$ cat src/rtl/sgram_dp_pkg.sv
package sgram_dp_pkg;

  typedef enum logic [1:0] {
    CMD_NOP   = 2'd0,
    CMD_READ  = 2'd1,
    CMD_WRITE = 2'd2,
    CMD_STOP  = 2'd3
  } cmd_e;

  typedef enum logic [1:0] {
    MODE_IDLE = 2'd0,
    MODE_RD   = 2'd1,
    MODE_WR   = 2'd2
  } mode_e;

  // Pin pattern to internal command; deselect and row commands fold to NOP
  function automatic cmd_e decode_cmd(input logic cs_n, input logic ras_n,
                                      input logic cas_n, input logic we_n);
    cmd_e c;
    c = CMD_NOP;
    if (!cs_n && ras_n) begin
      case ({cas_n, we_n})
        2'b01:   c = CMD_READ;
        2'b00:   c = CMD_WRITE;
        2'b10:   c = CMD_STOP;
        default: c = CMD_NOP;
      endcase
    end
    return c;
  endfunction

endpackage

$ cat src/rtl/sgram_cmd_decode.sv
module sgram_cmd_decode
  import sgram_dp_pkg::*;
(
  input  logic cs_n,
  input  logic ras_n,
  input  logic cas_n,
  input  logic we_n,
  output cmd_e cmd
);

  always_comb begin
    cmd = decode_cmd(cs_n, ras_n, cas_n, we_n);
  end

endmodule

$ cat src/rtl/sgram_burst_ctrl.sv
module sgram_burst_ctrl
  import sgram_dp_pkg::*;
#(
  parameter int COL_W = 6
) (
  input  logic             clk,
  input  logic             rst_n,
  input  cmd_e             cmd,
  input  logic [COL_W-1:0] col_addr,
  input  logic [2:0]       bl_sel,
  output logic             rd_fire,
  output logic [COL_W-1:0] rd_col,
  output logic             wr_fire,
  output logic [COL_W-1:0] wr_col
);

  localparam int CNT_W = COL_W + 1;
  localparam logic [CNT_W-1:0] PAGE_LEN = CNT_W'(1 << COL_W);
  localparam logic [CNT_W-1:0] ONE      = CNT_W'(1);

  mode_e            mode_q, mode_d;
  logic [COL_W-1:0] col_q, col_d;
  logic [COL_W-1:0] mask_q, mask_d;
  logic [CNT_W-1:0] left_q, left_d;
  logic             page_q, page_d;
  logic             st_en;

  logic [CNT_W-1:0] new_len;
  logic [COL_W-1:0] new_mask;
  logic             new_page;

  function automatic logic [COL_W-1:0] step_col(input logic [COL_W-1:0] c,
                                                input logic [COL_W-1:0] m);
    return (c & ~m) | ((c + COL_W'(1)) & m);
  endfunction

  // burst length select
  always_comb begin
    new_page = 1'b0;
    case (bl_sel)
      3'd0:    begin new_len = CNT_W'(1); new_mask = '0;          end
      3'd1:    begin new_len = CNT_W'(2); new_mask = COL_W'(1);   end
      3'd2:    begin new_len = CNT_W'(4); new_mask = COL_W'(3);   end
      3'd3:    begin new_len = CNT_W'(8); new_mask = COL_W'(7);   end
      default: begin new_len = PAGE_LEN;  new_mask = '1; new_page = 1'b1; end
    endcase
  end

  // next state
  always_comb begin
    mode_d = mode_q;
    col_d  = col_q;
    mask_d = mask_q;
    left_d = left_q;
    page_d = page_q;
    st_en  = (cmd != CMD_NOP) || (mode_q != MODE_IDLE);
    case (cmd)
      CMD_READ: begin
        mode_d = MODE_RD;
        col_d  = col_addr;
        mask_d = new_mask;
        left_d = new_len;
        page_d = new_page;
      end
      CMD_WRITE: begin
        mode_d = (new_page || (new_len != ONE)) ? MODE_WR : MODE_IDLE;
        col_d  = step_col(col_addr, new_mask);
        mask_d = new_mask;
        left_d = new_len - ONE;
        page_d = new_page;
      end
      CMD_STOP: begin
        mode_d = MODE_IDLE;
      end
      default: begin
        if (mode_q != MODE_IDLE) begin
          col_d = step_col(col_q, mask_q);
          if (!page_q) begin
            left_d = left_q - ONE;
            if (left_q == ONE) mode_d = MODE_IDLE;
          end
        end
      end
    endcase
  end

  // state registers with clock enable
  always_ff @(posedge clk or negedge rst_n) begin
    if (!rst_n) begin
      mode_q <= MODE_IDLE;
      col_q  <= '0;
      mask_q <= '0;
      left_q <= '0;
      page_q <= 1'b0;
    end else if (st_en) begin
      mode_q <= mode_d;
      col_q  <= col_d;
      mask_q <= mask_d;
      left_q <= left_d;
      page_q <= page_d;
    end
  end

  // beat outputs: read beats run from state, write beat 0 rides the command edge
  assign rd_fire = (mode_q == MODE_RD);
  assign rd_col  = col_q;
  assign wr_fire = (cmd == CMD_WRITE) || ((mode_q == MODE_WR) && (cmd == CMD_NOP));
  assign wr_col  = (cmd == CMD_WRITE) ? col_addr : col_q;

  a_r9_stop_masks_write: assert property (@(posedge clk) disable iff (!rst_n)
    (cmd == CMD_STOP) |-> !wr_fire);

  a_r7_stop_halts_read: assert property (@(posedge clk) disable iff (!rst_n)
    (cmd == CMD_STOP) |=> !rd_fire);

  a_r10_read_restarts: assert property (@(posedge clk) disable iff (!rst_n)
    (cmd == CMD_READ) |=> (rd_fire && (rd_col == $past(col_addr))));

  a_r5_count_live: assert property (@(posedge clk) disable iff (!rst_n)
    ((mode_q != MODE_IDLE) && !page_q) |-> (left_q != '0));

  a_r6_window_kept: assert property (@(posedge clk) disable iff (!rst_n)
    ((mode_q != MODE_IDLE) && ($past(mode_q) == mode_q) && ($past(cmd) == CMD_NOP))
      |-> ((col_q & ~mask_q) == ($past(col_q) & ~$past(mask_q))));

endmodule

$ cat src/rtl/sgram_lat_pipe.sv
module sgram_lat_pipe #(
  parameter int DATA_W  = 32,
  parameter int MAX_LAT = 3
) (
  input  logic              clk,
  input  logic              rst_n,
  input  logic              beat_in,
  input  logic [DATA_W-1:0] beat_data,
  input  logic [1:0]        lat_sel,
  output logic              rvalid,
  output logic [DATA_W-1:0] rdata
);

  localparam int IDX_W = (MAX_LAT > 1) ? $clog2(MAX_LAT) : 1;

  logic [MAX_LAT-1:0]             v_q;
  logic [MAX_LAT-1:0]             v_in;
  logic [MAX_LAT-1:0][DATA_W-1:0] d_q;
  logic [MAX_LAT-1:0][DATA_W-1:0] d_in;
  logic [IDX_W-1:0]               lat_idx;

  for (genvar g = 0; g < MAX_LAT; g++) begin : g_stage
    if (g == 0) begin : g_head
      assign v_in[g] = beat_in;
      assign d_in[g] = beat_data;
    end else begin : g_tail
      assign v_in[g] = v_q[g-1];
      assign d_in[g] = d_q[g-1];
    end
  end

  always_ff @(posedge clk or negedge rst_n) begin
    if (!rst_n) begin
      v_q <= '0;
    end else begin
      v_q <= v_in;
    end
  end

  // data stages load only behind a valid beat
  always_ff @(posedge clk) begin
    for (int i = 0; i < MAX_LAT; i++) begin
      if (v_in[i]) d_q[i] <= d_in[i];
    end
  end

  always_comb begin
    lat_idx = '0;
    for (int i = 0; i < MAX_LAT; i++) begin
      if (int'(lat_sel) == i + 1) lat_idx = IDX_W'(i);
    end
  end

  assign rvalid = v_q[lat_idx];
  assign rdata  = rvalid ? d_q[lat_idx] : '0;

  a_r4_lat_one: assert property (@(posedge clk) disable iff (!rst_n)
    ((lat_sel == 2'd1) && beat_in) |=> rvalid);

  a_r4_lat_three: assert property (@(posedge clk) disable iff (!rst_n)
    ((lat_sel == 2'd3) && ($past(lat_sel, 3) == 2'd3) && $past(beat_in, 3)) |-> rvalid);

endmodule

$ cat src/rtl/sgram_col_array.sv
module sgram_col_array #(
  parameter int COL_W  = 6,
  parameter int DATA_W = 32
) (
  input  logic              clk,
  input  logic              we,
  input  logic [COL_W-1:0]  waddr,
  input  logic [DATA_W-1:0] wdata,
  input  logic [COL_W-1:0]  raddr,
  output logic [DATA_W-1:0] rdata
);

  localparam int DEPTH = 1 << COL_W;

  logic [DATA_W-1:0] mem [DEPTH];

  always_ff @(posedge clk) begin
    if (we) mem[waddr] <= wdata;
  end

  assign rdata = mem[raddr];

endmodule

$ cat src/rtl/sgram_burst_dp.sv
module sgram_burst_dp
  import sgram_dp_pkg::*;
#(
  parameter int COL_W  = 6,
  parameter int DATA_W = 32
) (
  input  logic              clk,
  input  logic              rst_n,
  input  logic              cs_n,
  input  logic              ras_n,
  input  logic              cas_n,
  input  logic              we_n,
  input  logic [COL_W-1:0]  col_addr,
  input  logic [DATA_W-1:0] wdata,
  input  logic [1:0]        cas_lat,
  input  logic [2:0]        bl_sel,
  output logic [DATA_W-1:0] rdata,
  output logic              rvalid,
  output logic              arr_we,
  output logic [COL_W-1:0]  arr_addr,
  output logic [DATA_W-1:0] arr_wdata
);

  localparam int MAX_LAT = 3;

  logic [1:0]        rst_sync_q;
  logic              rst_int_n;
  cmd_e              cmd;
  logic              rd_fire;
  logic [COL_W-1:0]  rd_col;
  logic              wr_fire;
  logic [COL_W-1:0]  wr_col;
  logic [DATA_W-1:0] arr_rdata;

  // asynchronous assert, synchronous release
  always_ff @(posedge clk or negedge rst_n) begin
    if (!rst_n) begin
      rst_sync_q <= '0;
    end else begin
      rst_sync_q <= {rst_sync_q[0], 1'b1};
    end
  end
  assign rst_int_n = rst_sync_q[1];

  sgram_cmd_decode u_dec (
    .cs_n  (cs_n),
    .ras_n (ras_n),
    .cas_n (cas_n),
    .we_n  (we_n),
    .cmd   (cmd)
  );

  sgram_burst_ctrl #(.COL_W(COL_W)) u_ctrl (
    .clk      (clk),
    .rst_n    (rst_int_n),
    .cmd      (cmd),
    .col_addr (col_addr),
    .bl_sel   (bl_sel),
    .rd_fire  (rd_fire),
    .rd_col   (rd_col),
    .wr_fire  (wr_fire),
    .wr_col   (wr_col)
  );

  assign arr_we    = wr_fire && rst_int_n;
  assign arr_addr  = wr_col;
  assign arr_wdata = wdata;

  sgram_col_array #(.COL_W(COL_W), .DATA_W(DATA_W)) u_array (
    .clk   (clk),
    .we    (arr_we),
    .waddr (arr_addr),
    .wdata (arr_wdata),
    .raddr (rd_col),
    .rdata (arr_rdata)
  );

  sgram_lat_pipe #(.DATA_W(DATA_W), .MAX_LAT(MAX_LAT)) u_pipe (
    .clk       (clk),
    .rst_n     (rst_int_n),
    .beat_in   (rd_fire),
    .beat_data (arr_rdata),
    .lat_sel   (cas_lat),
    .rvalid    (rvalid),
    .rdata     (rdata)
  );

endmodule

$ cat config.mk
export PLATFORM = sky130hd
export DESIGN_NAME = sgram_burst_dp
export DESIGN_NICKNAME = d
export VERILOG_FILES = /design/src/rtl/sgram_dp_pkg.sv /design/src/rtl/sgram_cmd_decode.sv /design/src/rtl/sgram_burst_ctrl.sv /design/src/rtl/sgram_lat_pipe.sv /design/src/rtl/sgram_col_array.sv /design/src/rtl/sgram_burst_dp.sv
export SDC_FILE = /design/constraint.sdc
export NUM_CORES = 2
export LEC_CHECK = 0
export BUFFER_PORTS_ARGS = -buffer_cell sky130_fd_sc_hd__buf_2
export CAP_MARGIN = 40
export CORE_ASPECT_RATIO = 0.75
export CORE_MARGIN = 4
export CORE_UTILIZATION = 30
export DETAILED_ROUTE_END_ITERATION = 8
export GPL_TIMING_DRIVEN = 0
export PLACE_DENSITY_LB_ADDON = 0.05
export SETUP_SLACK_MARGIN = 0.02
export SYNTH_ARGS = -nofsm -noshare
export SYNTH_HDL_FRONTEND = slang
export SYNTH_SLANG_ARGS = --single-unit
export TNS_END_PERCENT = 20
$ cat constraint.sdc
create_clock -name clk -period 5.1 [get_ports clk]
set_clock_uncertainty 0.15 [all_clocks]
set_input_delay 0.255 -clock clk [delete_from_list [all_inputs] [get_ports clk]]
set_output_delay 0.255 -clock clk [all_outputs]
set_load 0.03 [all_outputs]
* After elaboration in Yosys (flattened, before gate mapping)
Memories as Yosys holds them, arrays and structs flattened. A register that Yosys moved wholly into a read port is not among the register bits. Index checks and enable logic that the tools add are counted.
Storage, ports and cells: memories 1, bits in latches 0, input bits 49, RAM bits 2048, register bits 91, ROM bits 0, word-level logic and storage cells 86
Cells by class: reduce and logical (&&, ||, !) cells 21, shifts and indexed selects 0, eq/ne operators 16, add/subtract/negate cells 4, magnitude comparators 1, mux-type cells 25, div/mod/pow operators 0, bitwise logic cells 9, multiply operators 0
Memory list:
- u_array.mem | words 64, bits a word 32, rd ports 1, clocked after memory_dff 1, write ports 1, RTL line sgram_col_array.sv:15 | logic [DATA_W-1:0] mem [DEPTH];
Operators by type and width (count):
- 32-bit binary-select mux with 2-bit select | 1
- 32-bit 2-to-1 mux | 2
- 7-bit case mux with 4 select lines | 1
- 6-bit AND | 4
- 6-bit case mux with 4 select lines | 1
- 7-bit case mux with 3 select lines | 1
- 6-bit case mux with 3 select lines | 1
- 7-bit 2-to-1 mux | 2
- 7-bit by 1-bit subtractor with 7-bit output (second input constant) | 2
- 6-bit by 1-bit adder with 6-bit output (second input constant) | 2
- 2-bit 2-to-1 mux | 6
- 6-bit 2-to-1 mux | 2
- 6-bit NOT | 2
- 6-bit bitwise OR | 2
- 2-bit case mux with 3 select lines | 2
- 2-bit equality test (second input constant) | 5
- 2-bit by 1-bit equality test with 1-bit output (second input constant) | 4
- 4-bit AND reduction | 2
- 4-bit nonzero test | 2
- 7-bit by 1-bit equality test with 1-bit output (second input constant) | 1
- 7-bit by 1-bit inequality test with 1-bit output (second input constant) | 1
- 3-bit by 2-bit equality test with 1-bit output (second input constant) | 2
- 1-bit 2-to-1 mux | 5
- 2-bit logical NOT | 2
- other kinds (16) | 21

* Longest topological paths before layout
depth in word-level cells 9, mapped depth 13, depth with buffers taken out 12

* Hierarchy
A second synthesis with hierarchy kept.
Second synthesis, totals: cell total of the unflattened synthesis 3730, area total of the unflattened synthesis 83593.9 sq um
By module, submodules not included:
- sgram_col_array | cells an instance 3292, area an instance 77874.7 sq um, instances 1, seq. area each 61499.0 sq um
- sgram_lat_pipe | cells an instance 212, area an instance 3778.6 sq um, instances 1, seq. area each 2957.8 sq um
- sgram_burst_ctrl | cells an instance 182, area an instance 1567.8 sq um, instances 1, seq. area each 475.5 sq um
- sgram_burst_dp | cells an instance 36, area an instance 300.3 sq um, instances 1, seq. area each 50.0 sq um
- sgram_cmd_decode | cells an instance 8, area an instance 72.6 sq um, instances 1, seq. area each 0.0 sq um

* Least setup slack after synthesis
OpenSTA, ideal clock, no wires.
kind in2reg, start point input we_n, end point memory u_array.mem[29][0], enable pin, buffers on the path 1, setup time 421 ps, cell stages on the path 10, arrival 4022 ps, slack 506 ps, data required time 4529 ps, cells stage by stage inv_1 -> ha_1 -> inv_1 -> or2_2 -> ha_1 -> buf_2 -> o21ai_0 -> nor2b_1 -> nand2_1 -> nor2_1
Between the ends: elaborated cells on any way between the ends 13, those cells by class eq/ne (3); mux (5); reduce/logical (5)
RTL lines:
- from (decl) | RTL line sgram_burst_dp.sv:12 | input logic we_n,
- 2-bit equality test, or another cell as far along | RTL line sgram_dp_pkg.sv:22 | case ({cas_n, we_n})
- 2-bit case mux with 3 select lines * | RTL line sgram_dp_pkg.sv:22
- 2-bit 2-to-1 mux * | RTL line sgram_dp_pkg.sv:21 | if (!cs_n && ras_n) begin
- 2-bit equality test * | RTL line sgram_burst_ctrl.sv:108 | assign wr_col = (cmd == CMD_WRITE) ? col_addr : col_q;
- 6-bit 2-to-1 mux * | RTL line sgram_burst_ctrl.sv:108
- named net arr_addr[2] | RTL line sgram_burst_dp.sv:20 | output logic [COL_W-1:0] arr_addr,
- to (decl) | RTL line sgram_col_array.sv:15
The timed path passes the listed nets; every way through them passes the cells marked *.

==> qor.csv <==
stage,metric,value,unit
sta,RSZ-0062 raised after global routing,false,
setup_path,crit path max-delay cell type,a31oi_1,
synth,Synth Area in Adders,0.178,%
sta,final setup vio count,0,
synth,ys flop type,edfxtp_1,
synth,Yosys reg bits,2168,
sta,relative slew slack,29.5,%
floorplanning,# IOs,121,
synth,post-synthesis sequential area ratio,77.0,%
setup_path,"Data required, critical path",5.50,ns
placed_design,Placed Area,93700,um^2
synth,Post-synth EDFFs,2144,
sta,"Slew Viols, Final",0,
final_layout,Final #Nets,4922,
route,Vias,45100,
sta,fmax,203,MHz
placed_design,HPWL Detailed,219000,um
final_layout,filler cell count,25900,
sta,fin crit period,4.94,ns
final_layout,multi-input logic area,18300,um^2
floorplanning,die width,621,um
setup_path,cell family with most CP delay,compound AO/OA/AOI/OAI gates,
global_route,first-pass GRT wire length,411000,um
setup_path,Critical R2R Launch,u_ctrl.rd_col[0]$_DFFE_PN0P_,
final_layout,Post-Layout Cell Count,8792,
cts,# H-tree levels,4,
power_and_ir_drop,PD cells,557,nW/um^2
setup_path,R2R depth,10,
synth,xor/xnor share of the synthesized area,0.0208,%
synth,largest family of logic cells by synthesized area,multiplexers,
final_layout,Final Util,36.2,%
cts,# clock sinks,2168,
floorplanning,Starting Density,30.2,%
synth,Yosys cell types,56,
placed_design,PortBufs,118,
synth,Netlist Area Pre-Place,84400,um^2
setup_path,critical path startpoint category,register,
setup_path,WS Path Type,register to register,
setup_path,cell count along the critical path,10,
floorplanning,area of the core,280000,um^2
final_layout,"most common cell after layout, fill and taps aside",edfxtp_1,
final_layout,FF/Latch Area,65000,um^2
setup_path,Crit Reg-Reg Endpoint,u_pipe.d_in[60]$_DFFE_PP_,
power_and_ir_drop,Tot Pwr,56400,uW
synth,Mean Syn Cell Area,19.8,um^2
final_layout,P&R area growth vs syn,20.0,%
route,drt total wl,310000,um
setup_path,reg2reg setup slack,0.16,ns
floorplanning,number of placement rows,168,
final_layout,"Design Area, Final",101000,um^2
placed_design,Cells after DPL,8317,
floorplanning,Die Span Y,467,um
cts,CTS Buf Count,234,
cts,root buffer cell,clkbuf_16,
setup_path,Critical Path AT,5.34,ns
floorplanning,die area,290000,um^2
setup_path,worst setup path start,u_ctrl.rd_col[0]$_DFFE_PN0P_,
setup_path,Worst setup endpoint,u_pipe.d_in[60]$_DFFE_PP_,
global_route,GRT Residual Overflow,0,
hold_path,class of the worst hold path,input port to async pin,
route,DRT iter0 DRCs,5609,
final_layout,"commonest cells after routing, fill and taps aside","2144 x edfxtp_1, 532 x mux2i_1, 305 x mux4_2",
sta,Slew @ Worst Pin,1.03,ns
route,DRC Markers,0,
synth,Compound-Gate Fraction of Synth Area,4.58,%
cts,Clock transition at path regs,0.06,ns
sta,final worst-path cycle share,96.8,%
global_route,initial antenna violation count,40,
synth,Synth Area in Simple Gates,1.82,%
synth,Post-Syn Nets,4317,
sta,Hold WS,0.0757,ns
power_and_ir_drop,Max VDD drop,0.269,mV
global_route,largest net degree at the start of global routing,66,
synth,Mapped Cells,4256,
route,WL/cell,35.3,um
global_route,vias in the first global route,43800,
synth,post-synthesis mux area share,14.5,%
setup_path,crit end category,register,
setup_path,WP buf/inv,5,
cts,CTS Buffer Depth,4,
job,max-cap violation count,0,
placed_design,GPL Wtd Cong,0.859,
setup_path,Crit Path Max Fanout,10,
cts,Worst-Skew Late Latency,0.90,ns
route,TritonRoute pass-1 iters,6,
route,Antenna Nets Post-Route,0,
cts,CTS tree,built,
power_and_ir_drop,Lkg Pwr,0.0332,uW
synth,async set-reset flop share out of synthesis,1.11,%
setup_path,CP max stage delay,0.76,ns
global_route,Overall Global Routing Usage,21.0,%
setup_path,critical-path cell list,clkbuf_2 -> buf_6 -> buf_6 -> buf_4 -> buf_4 -> mux2i_1 -> a22oi_1 -> a31oi_1 -> o21ai_0 -> a22o_1,
final_layout,share of cells above drive strength 1,22.7,%
route,number of vias per cell,5.12,
synth,Synth warnings,0,
outcome,outcome,"complete, no violations",
sta,final hold violations,0,
cts,"Gates resized, CTS repair",0,
[synthesized netlist by cell type (2+ instances only)]
cell type	instances	area [um^2]
nand2_2	4	25.0
clkbuf_1	134	503
buf_6	20	225
or2_2	4	25.0
a22oi_1	111	833
mux2i_1	532	5330
inv_2	2	7.51
nor2b_1	6	37.5
o221a_2	4	45.0
edfxtp_1	2144	64400
and3_1	4	25.0
o22ai_1	2	12.5
a21oi_1	81	405
nor2_1	122	458
or3_1	3	18.8
dfrtp_1	24	601
a22o_1	35	307
inv_1	21	78.8
a31oi_1	66	413
xnor2_1	2	17.5
nor4_1	2	12.5
and2_1	7	43.8
o21ai_0	92	460
buf_4	77	578
nor3_1	3	15.0
a221oi_1	65	569
a21o_1	5	37.5
a211oi_1	34	255
nand2_1	185	694
ha_1	12	150
buf_2	28	140
a221o_1	33	330
nand3_1	21	105
mux4_2	305	6870
o21ai_1	22	110
and4_1	2	17.5
o22a_1	2	17.5
buf_1	17	63.8
nand2b_1	4	25.0
mux2_2	3	33.8
[through the flow]
stage               worst slack (ns)  setup TNS, ns
floorplan                      0.506              0
global placement               -3.09       -4799.32
detailed placement           -0.0127         -0.250
CTS                            0.234              0
global route                   0.211              0
finish                         0.165              0
[worst register-to-register path, stage by stage, from the launching register on]
cell and delay, ns:
dfrtp_1 0.56, clkbuf_2 0.26, buf_6 0.27, buf_6 0.30
buf_4 0.44, buf_4 0.44, mux2i_1 0.31, a22oi_1 0.14
a31oi_1 0.76, o21ai_0 0.48, a22o_1 0.49
[cell type report]
class	count	area share [%]
flip-flops and latches	2168	64.2
multi-input cells	1787	18.1
clock buffers	296	6.11
well taps	3740	4.62
repair buffers	369	4.52
plain buffers	278	1.51
clock inverters	118	0.861
inverters	23	0.0853
diodes	13	0.0321
[what timing repair did]
item                                    CTS  global route
setup endpoints to repair                 0             0
setup buffers                             0             0
hold buffers                             47             0
endpoints found under the hold margin  2014             0
[report_power, final]
group,leakage (uW),internal (uW),switching (uW)
Combinational,0.0101,6060,13400
Sequential,0.0196,20400,330
Clock,0.00345,9100,7130
[cell families after synthesis]
kind of cell / Yosys count
flops: 2168
mux: 841
compound gates: 560
simple gates: 371
buf+inv: 301
fa+ha+maj: 12
xor+xnor: 2
other cells: 1
[worst min-delay path by stage]
stage | startpoint | end | slack [ns] | depth (start not counted)
CTS | rst_n | rst_sync_q[0]$_DFF_PN0_ | 0.009 | 3
floorplan | rst_n | rst_sync_q[0]$_DFF_PN0_ | -0.19 | 0
global placement | rst_n | rst_sync_q[1]$_DFF_PN0_ | -0.11 | 1
finish | rst_n | rst_sync_q[0]$_DFF_PN0_ | 0.08 | 3
global route | rst_n | rst_sync_q[0]$_DFF_PN0_ | 0.07 | 3
detailed placement | rst_n | rst_sync_q[0]$_DFF_PN0_ | -0.11 | 1
[state kept, by name, summed over array words and instances, names as in the netlist, named ones only]
name / flops
u_pipe.d_in: 64
u_pipe.d_q: 32
u_pipe.v_q: 3
u_ctrl.left_q: 7
rst_sync_q: 2
u_ctrl.mode_q: 2
u_ctrl.mask_q: 4
u_array.mem: 2048
u_ctrl.rd_col: 1
[per-layer routing]
metal / vias to the layer above / part of all wire, % / GRT usage, %
li1: 18700 / - / -
met1: 24400 / 49 / 33.6
met2: 1558 / 41 / 29.3
met3: 341 / 7.0 / 3.98
met4: 8 / 2.3 / 4.43
met5: - / 0.020 / 0
No activity file was read; power rests on OpenSTA's default activity.
